`src/rtl/cap_pkg.sv`:
```
package cap_pkg;
    typedef enum logic [1:0] {
        ST_IDLE    = 2'd0,
        ST_CAPTURE = 2'd1,
        ST_DONE    = 2'd2
    } cap_state_e;
endpackage

```
`src/rtl/cap_window_target.sv`:
```
module cap_window_target #(
    parameter int FW  = 10,
    parameter int CW  = 18,
    parameter int BPF = 128
) (
    input  logic [FW-1:0] frames_m1,
    output logic [CW-1:0] total_beats
);
    logic [CW-1:0] frames;

    always_comb begin
        frames      = CW'(frames_m1) + CW'(1);
        total_beats = frames * CW'(BPF);
    end
endmodule

```
`src/rtl/cap_beat_counter.sv`:
```
module cap_beat_counter #(
    parameter int CW = 18
) (
    input  logic          clk,
    input  logic          rst_n,
    input  logic          load,
    input  logic [CW-1:0] total_in,
    input  logic          inc,
    output logic          is_last,
    output logic          all_loaded
);
    typedef struct packed {
        logic [CW-1:0] total;
        logic [CW-1:0] loaded;
    } cnt_t;

    cnt_t cnt_d, cnt_q;

    always_comb begin
        cnt_d = cnt_q;
        if (load) begin
            cnt_d.total  = total_in;
            cnt_d.loaded = '0;
        end else if (inc) begin
            cnt_d.loaded = cnt_q.loaded + CW'(1);
        end
    end

    always_ff @(posedge clk) begin
        if (!rst_n) cnt_q <= '0;
        else        cnt_q <= cnt_d;
    end

    assign is_last    = (cnt_q.loaded == cnt_q.total - CW'(1));
    assign all_loaded = (cnt_q.loaded == cnt_q.total);
endmodule

```
`src/rtl/cap_out_stage.sv`:
```
module cap_out_stage #(
    parameter int DW = 128
) (
    input  logic          clk,
    input  logic          rst_n,
    input  logic          load,
    input  logic [DW-1:0] din,
    input  logic          last_in,
    input  logic          final_in,
    input  logic          ready,
    output logic [DW-1:0] data,
    output logic          valid,
    output logic          last,
    output logic          final_beat,
    output logic          stall
);
    typedef struct packed {
        logic [DW-1:0] data;
        logic          valid;
        logic          last;
        logic          fin;
    } beat_t;

    beat_t beat_d, beat_q;

    always_comb begin
        beat_d = beat_q;
        if (load) begin
            beat_d.data  = din;
            beat_d.valid = 1'b1;
            beat_d.last  = last_in;
            beat_d.fin   = final_in;
        end else if (beat_q.valid && ready) begin
            beat_d = '0;
        end
    end

    always_ff @(posedge clk) begin
        if (!rst_n) beat_q <= '0;
        else        beat_q <= beat_d;
    end

    assign data       = beat_q.data;
    assign valid      = beat_q.valid;
    assign last       = beat_q.last;
    assign final_beat = beat_q.fin;
    assign stall      = beat_q.valid && !ready;
endmodule

```
`src/rtl/capture_window_ctrl.sv`:
```
module capture_window_ctrl
    import cap_pkg::*;
#(
    parameter  int LANES         = 4,
    parameter  int SAMPLE_W      = 32,
    parameter  int FRAME_SAMPLES = 512,
    parameter  int MAX_FRAMES    = 1024,
    localparam int DW            = LANES * SAMPLE_W,
    localparam int BPF           = FRAME_SAMPLES / LANES,
    localparam int FW            = $clog2(MAX_FRAMES),
    localparam int CW            = $clog2(MAX_FRAMES * BPF + 1)
) (
    input  logic          clk,
    input  logic          rst_n,
    input  logic          trigger,
    input  logic [FW-1:0] frames_m1,
    input  logic          in_valid,
    input  logic [DW-1:0] in_data,
    input  logic          in_eof,
    input  logic          m_tready,
    output logic [DW-1:0] m_tdata,
    output logic          m_tvalid,
    output logic          m_tlast,
    output logic          busy,
    output logic          done,
    output logic          overflow
);
    typedef struct packed {
        cap_state_e state;
        logic       overflow;
    } ctrl_t;

    ctrl_t ctrl_d, ctrl_q;

    logic [CW-1:0] total_beats;
    logic          is_last, all_loaded;
    logic          stall, out_final;
    logic          start, take, final_hs;

    cap_window_target #(.FW(FW), .CW(CW), .BPF(BPF)) u_target (
        .frames_m1  (frames_m1),
        .total_beats(total_beats)
    );

    assign start    = (ctrl_q.state == ST_IDLE) && trigger;
    assign take     = (ctrl_q.state == ST_CAPTURE) && in_valid && !stall && !all_loaded;
    assign final_hs = m_tvalid && m_tready && out_final;

    cap_beat_counter #(.CW(CW)) u_count (
        .clk       (clk),
        .rst_n     (rst_n),
        .load      (start),
        .total_in  (total_beats),
        .inc       (take),
        .is_last   (is_last),
        .all_loaded(all_loaded)
    );

    cap_out_stage #(.DW(DW)) u_out (
        .clk       (clk),
        .rst_n     (rst_n),
        .load      (take),
        .din       (in_data),
        .last_in   (in_eof || is_last),
        .final_in  (is_last),
        .ready     (m_tready),
        .data      (m_tdata),
        .valid     (m_tvalid),
        .last      (m_tlast),
        .final_beat(out_final),
        .stall     (stall)
    );

    always_comb begin
        ctrl_d = ctrl_q;
        case (ctrl_q.state)
            ST_IDLE: begin
                if (trigger) begin
                    ctrl_d.state    = ST_CAPTURE;
                    ctrl_d.overflow = 1'b0;
                end
            end
            ST_CAPTURE: begin
                if (in_valid && stall && !all_loaded) ctrl_d.overflow = 1'b1;
                if (final_hs) ctrl_d.state = ST_DONE;
            end
            ST_DONE:  ctrl_d.state = ST_IDLE;
            default:  ctrl_d.state = ST_IDLE;
        endcase
    end

    always_ff @(posedge clk) begin
        if (!rst_n) ctrl_q <= '{state: ST_IDLE, overflow: 1'b0};
        else        ctrl_q <= ctrl_d;
    end

    assign busy     = (ctrl_q.state == ST_CAPTURE);
    assign done     = (ctrl_q.state == ST_DONE);
    assign overflow = ctrl_q.overflow;
endmodule

```
`config.mk`:
```
export PLATFORM = sky130hd
export DESIGN_NAME = capture_window_ctrl
export DESIGN_NICKNAME = d
export VERILOG_FILES = /design/src/rtl/cap_pkg.sv /design/src/rtl/cap_window_target.sv /design/src/rtl/cap_beat_counter.sv /design/src/rtl/cap_out_stage.sv /design/src/rtl/capture_window_ctrl.sv
export SDC_FILE = /design/constraint.sdc
export NUM_CORES = 1
export LEC_CHECK = 0
export ABC_AREA = 1
export BUFFER_PORTS_ARGS = -buffer_cell sky130_fd_sc_hd__buf_2
export CAP_MARGIN = 0
export CORE_UTILIZATION = 50
export CTS_BUF_LIST = sky130_fd_sc_hd__clkbuf_8
export DETAILED_ROUTE_END_ITERATION = 12
export PLACE_DENSITY = 0.95
export SLEW_MARGIN = 15
export SYNTH_ARGS = -nofsm -noshare
export SYNTH_HDL_FRONTEND = slang
export SYNTH_SLANG_ARGS = --single-unit
```
`constraint.sdc`:
```
create_clock -name clk -period 2.1 [get_ports clk]
set_clock_uncertainty 0.05 [all_clocks]
set_input_delay 0.105 -clock clk [delete_from_list [all_inputs] [get_ports clk]]
set_output_delay 0.105 -clock clk [all_outputs]
set_load 0.005 [all_outputs]
```
==> key figures <==
Cells and area
  – Area grow syn2layout: 52.6%
  – Layout cells sized above 1: 0.269
  – Nets: between 1k and 1.5k
  – Area of the multi-input gates: 0.00287 mm2
  – Sequential cell area: roughly 0.0033 mm2
  – Non-filler instance count after layout: around 1.5k
  – Fillers: between 600 and 700
  – Finished Core Util: 0.797

Pwr
  – Pwr per Cell Area: between 600 and 700 mW/mm2
  – LEAKAGE: between 0.004 and 0.005 uW
  – VDD IR max: between 0.5 and 0.6 mV
  – Tot Pwr: ~7000 uW

Clock tree
  – CTS Buf Count: 17
  – CTS tree: done
  – CTS H-tree depth: 4
  – CTS Sinks: around 160
  – Worst-Skew Late Latency: between 0.4 and 0.5 ns
  – Clk slew on worst S/H paths: between 0.1 and 0.15 ns
  – CTS root buf: clkbuf_8
  – Clk buf depth: 2

Synth
  – Syn. warnings: 0
  – Yosys reg bits: 163
  – Mapped cell area: about 0.0067 mm2
  – Mean post-synth cell area: ~7.4 um2
  – Cell variety after synth: 32
  – Syn Nets: approximately 1.1k
  – Sequential element share of the synthesized area: 0.487
  – Synth Instances: around 900

Floorplanning
  – Core ar.: ~0.013 mm2
  – Die Wd: about 120 um
  – Die area: 0.0139 mm2
  – Row cnt: between 40 and 50
  – Starting Density: 0.522
  – I/O pin count: about 280
  – Die Ht: roughly 120 um

STA
  – Slew Limit Headroom: 0.579
  – Fin Hold WS: ~0.40 ns
  – Worst-Margin Slew: roughly 0.63 ns
  – Slew Viols, Final: 0
  – Tcrit/Tclk final: 0.991
  – Endpoints failing setup: 0
  – Min Clock Period, post-route: ~2.1 ns
  – RSZ-0062 raised after global routing: yes
  – Final hold violation count: 0
  – Fmax: slightly below 500 MHz

Critical path
  – Setup CP Type: reg -> reg
  – Worst Setup End Kind: flop
  – FF-to-FF End: u_out.data[41]
  – R2R Setup Slk: between 0.015 and 0.02 ns
  – Worst EP required: roughly 2.4 ns
  – Crit start category: flop
  – Crit Path Max Fanout: 24
  – Reg-to-Reg Start: u_count.cnt_q[1]
  – CP Data Arrival Time: 2.40 ns
  – R2R depth: 13

Detailed routing
  – Routed WL per cell: between 15 and 20 um
  – DRT Pass-1 Iters: 9
  – DRT Wirelength: between 20000 and 30000 um
  – Initial DRC count: 1226
  – Vias: 8764
  – Via/cell ratio: 5.80
  – Final ANT Viol Nets: 0
  – # DRC: 0

Placement
  – Routability Congestion: 0.915
  – Placed cells: around 1.3k
  – DP Wirelength: ~13000 um
  – Buffers on Ports: 276

Global routing
  – Antenna violations before repair: 3
  – GRT Util Overall: 0.388
  – Largest net degree at the start of global routing: around 130
  – Gr ovfl total: 0
  – Global-route wire length before repair: roughly 43000 um
  – Vias in the first global route: 8409

Hold path
  – Hold path startpoint: in_data[122]
  – Worst Hold Class: in -> reg
  – Hold path endpoint: u_out.data[122]
  – Worst hold stages: 4

Status
  – Status: finished clean

Job
  – Max Cap Viol: 0
## repair_timing
| item | 4_1_cts | 5_1_grt |
|---|---|---|
| endpoints found under the setup margin | 0 | 137 |
| buffers inserted | 0 | 2 |
| gates resized for setup | 0 | 31 |
| endpoints found under the hold margin | 144 | 0 |
| hold buffers | 147 | 0 |
## cells by family after synthesis
family	Yosys count	share of synthesized area
adders and majority gates	4	0.00748
xor gates and xnor gates	12	0.0157
buffers and inverters	100	0.0895
AOI/OAI and AO/OA	177	0.136
DFF	163	0.487
and+or+nand+nor	447	0.264
## report_power, final
group          switching, uW  leakage, uW  internal (uW)  total, uW
registers               91.8      0.00132           3220       3310
clock network           1340     0.000207           1100       2440
logic                    684      0.00300            593       1280
## state kept, by name (all words and copies together) (netlist names)
signal	cells
ctrl_q	2
overflow	1
u_count.cnt_q	29
u_out.data	128
u_out.final_beat	1
u_out.last	1
u_out.valid	1
## layer usage
metal | global-route usage | part of all wire | vias to the layer above
met2 | 0.650 | 0.46 | 878
met1 | 0.404 | 0.35 | 3880
met5 | 0 | 0 | -
li1 | - | - | 3748
met4 | 0.317 | 0.081 | 0
met3 | 0.111 | 0.11 | 258
## cell usage in the layout (no fill, tap or decap), types with 5 or more instances in the layout
cell type,synthesis,layout
nand2_1,355,355
buf_2,3,276
dfxtp_1,163,158
dlygate4sd3_1,0,147
a21oi_1,152,146
inv_1,47,46
nor2_1,44,40
nand3_1,22,21
clkbuf_8,0,17
o21ai_0,14,14
buf_4,3,12
nor3_1,10,10
xor2_1,7,7
a21oi_2,0,6
xnor2_1,5,5
nor2_2,1,5
o22ai_1,5,5
clkbuf_16,0,5
buf_6,26,5
dfxtp_2,0,5
## how the worst max path moves through the flow
stage               slack (ns)               from  depth (start not counted)               end
detailed placement        0.05  u_count.cnt_q[14]                         13   u_out.data[100]
global route             -0.21   u_count.cnt_q[1]                         13    u_out.data[41]
finish                    0.02   u_count.cnt_q[1]                         13    u_out.data[41]
global placement          0.15  u_count.cnt_q[14]                         15        u_out.last
floorplan                 0.40   u_count.cnt_q[0]                         14  u_count.cnt_q[7]
CTS                       0.05  u_count.cnt_q[14]                         13   u_out.data[100]
## cell usage after synthesis, drive strengths merged
| library cell | instances | share of area |
|---|---|---|
| nand2 | 356 | 0.20 |
| o21bai | 1 | 0.0011 |
| xnor2 | 5 | 0.0065 |
| a21oi | 152 | 0.11 |
| xor2 | 7 | 0.0092 |
| nand3 | 23 | 0.018 |
| nor3 | 10 | 0.0075 |
| a31oi | 1 | 0.00094 |
| o32ai | 2 | 0.0026 |
| clkbuf | 16 | 0.0090 |
| nor4 | 2 | 0.0019 |
| ha | 4 | 0.0075 |
| o21ai | 14 | 0.010 |
| nor2 | 45 | 0.026 |
| and3 | 3 | 0.0028 |
| nand3b | 1 | 0.0011 |
| o31ai | 1 | 0.0011 |
| a22o | 1 | 0.0013 |
| dfxtp | 163 | 0.49 |
| nand4 | 4 | 0.0037 |
| inv | 51 | 0.029 |
| buf | 33 | 0.052 |
| nor3b | 3 | 0.0034 |
| o22ai | 5 | 0.0047 |
## critical path, stage by stage, from the launching register on
cell and delay, ns:
dfxtp_1 0.33, inv_1 0.10, ha_1 0.16, nand2_1 0.06
nor2_1 0.12, nand2_1 0.08, nor2_2 0.13, nand2_2 0.07
nand3_2 0.09, nand2_1 0.10, clkinv_4 0.15, buf_12 0.19
nand2_1 0.11, a21oi_1 0.25
## per-stage QoR
stage	cell area, um2	worst slack, ns	TNS, ns
6_report	10200	0.0179	0
5_1_grt	10200	-0.210	-0.546
4_1_cts	9960	0.0453	0
3_5_place_dp	8080	0.0528	0
3_3_place_gp	8080	0.146	0
2_1_floorplan	6690	0.396	0
## cell type report
| type | instances | area share |
|---|---|---|
| timing repair buffer | 450 | 0.317 |
| clock inverter | 15 | 0.0169 |
| antenna | 4 | 0.000980 |
| inverter | 51 | 0.0202 |
| multi-input combinational | 640 | 0.281 |
| sequential | 163 | 0.320 |
| tap | 172 | 0.0211 |
| clock buffer | 17 | 0.0229 |
No activity file was read; power rests on OpenSTA's default activity.
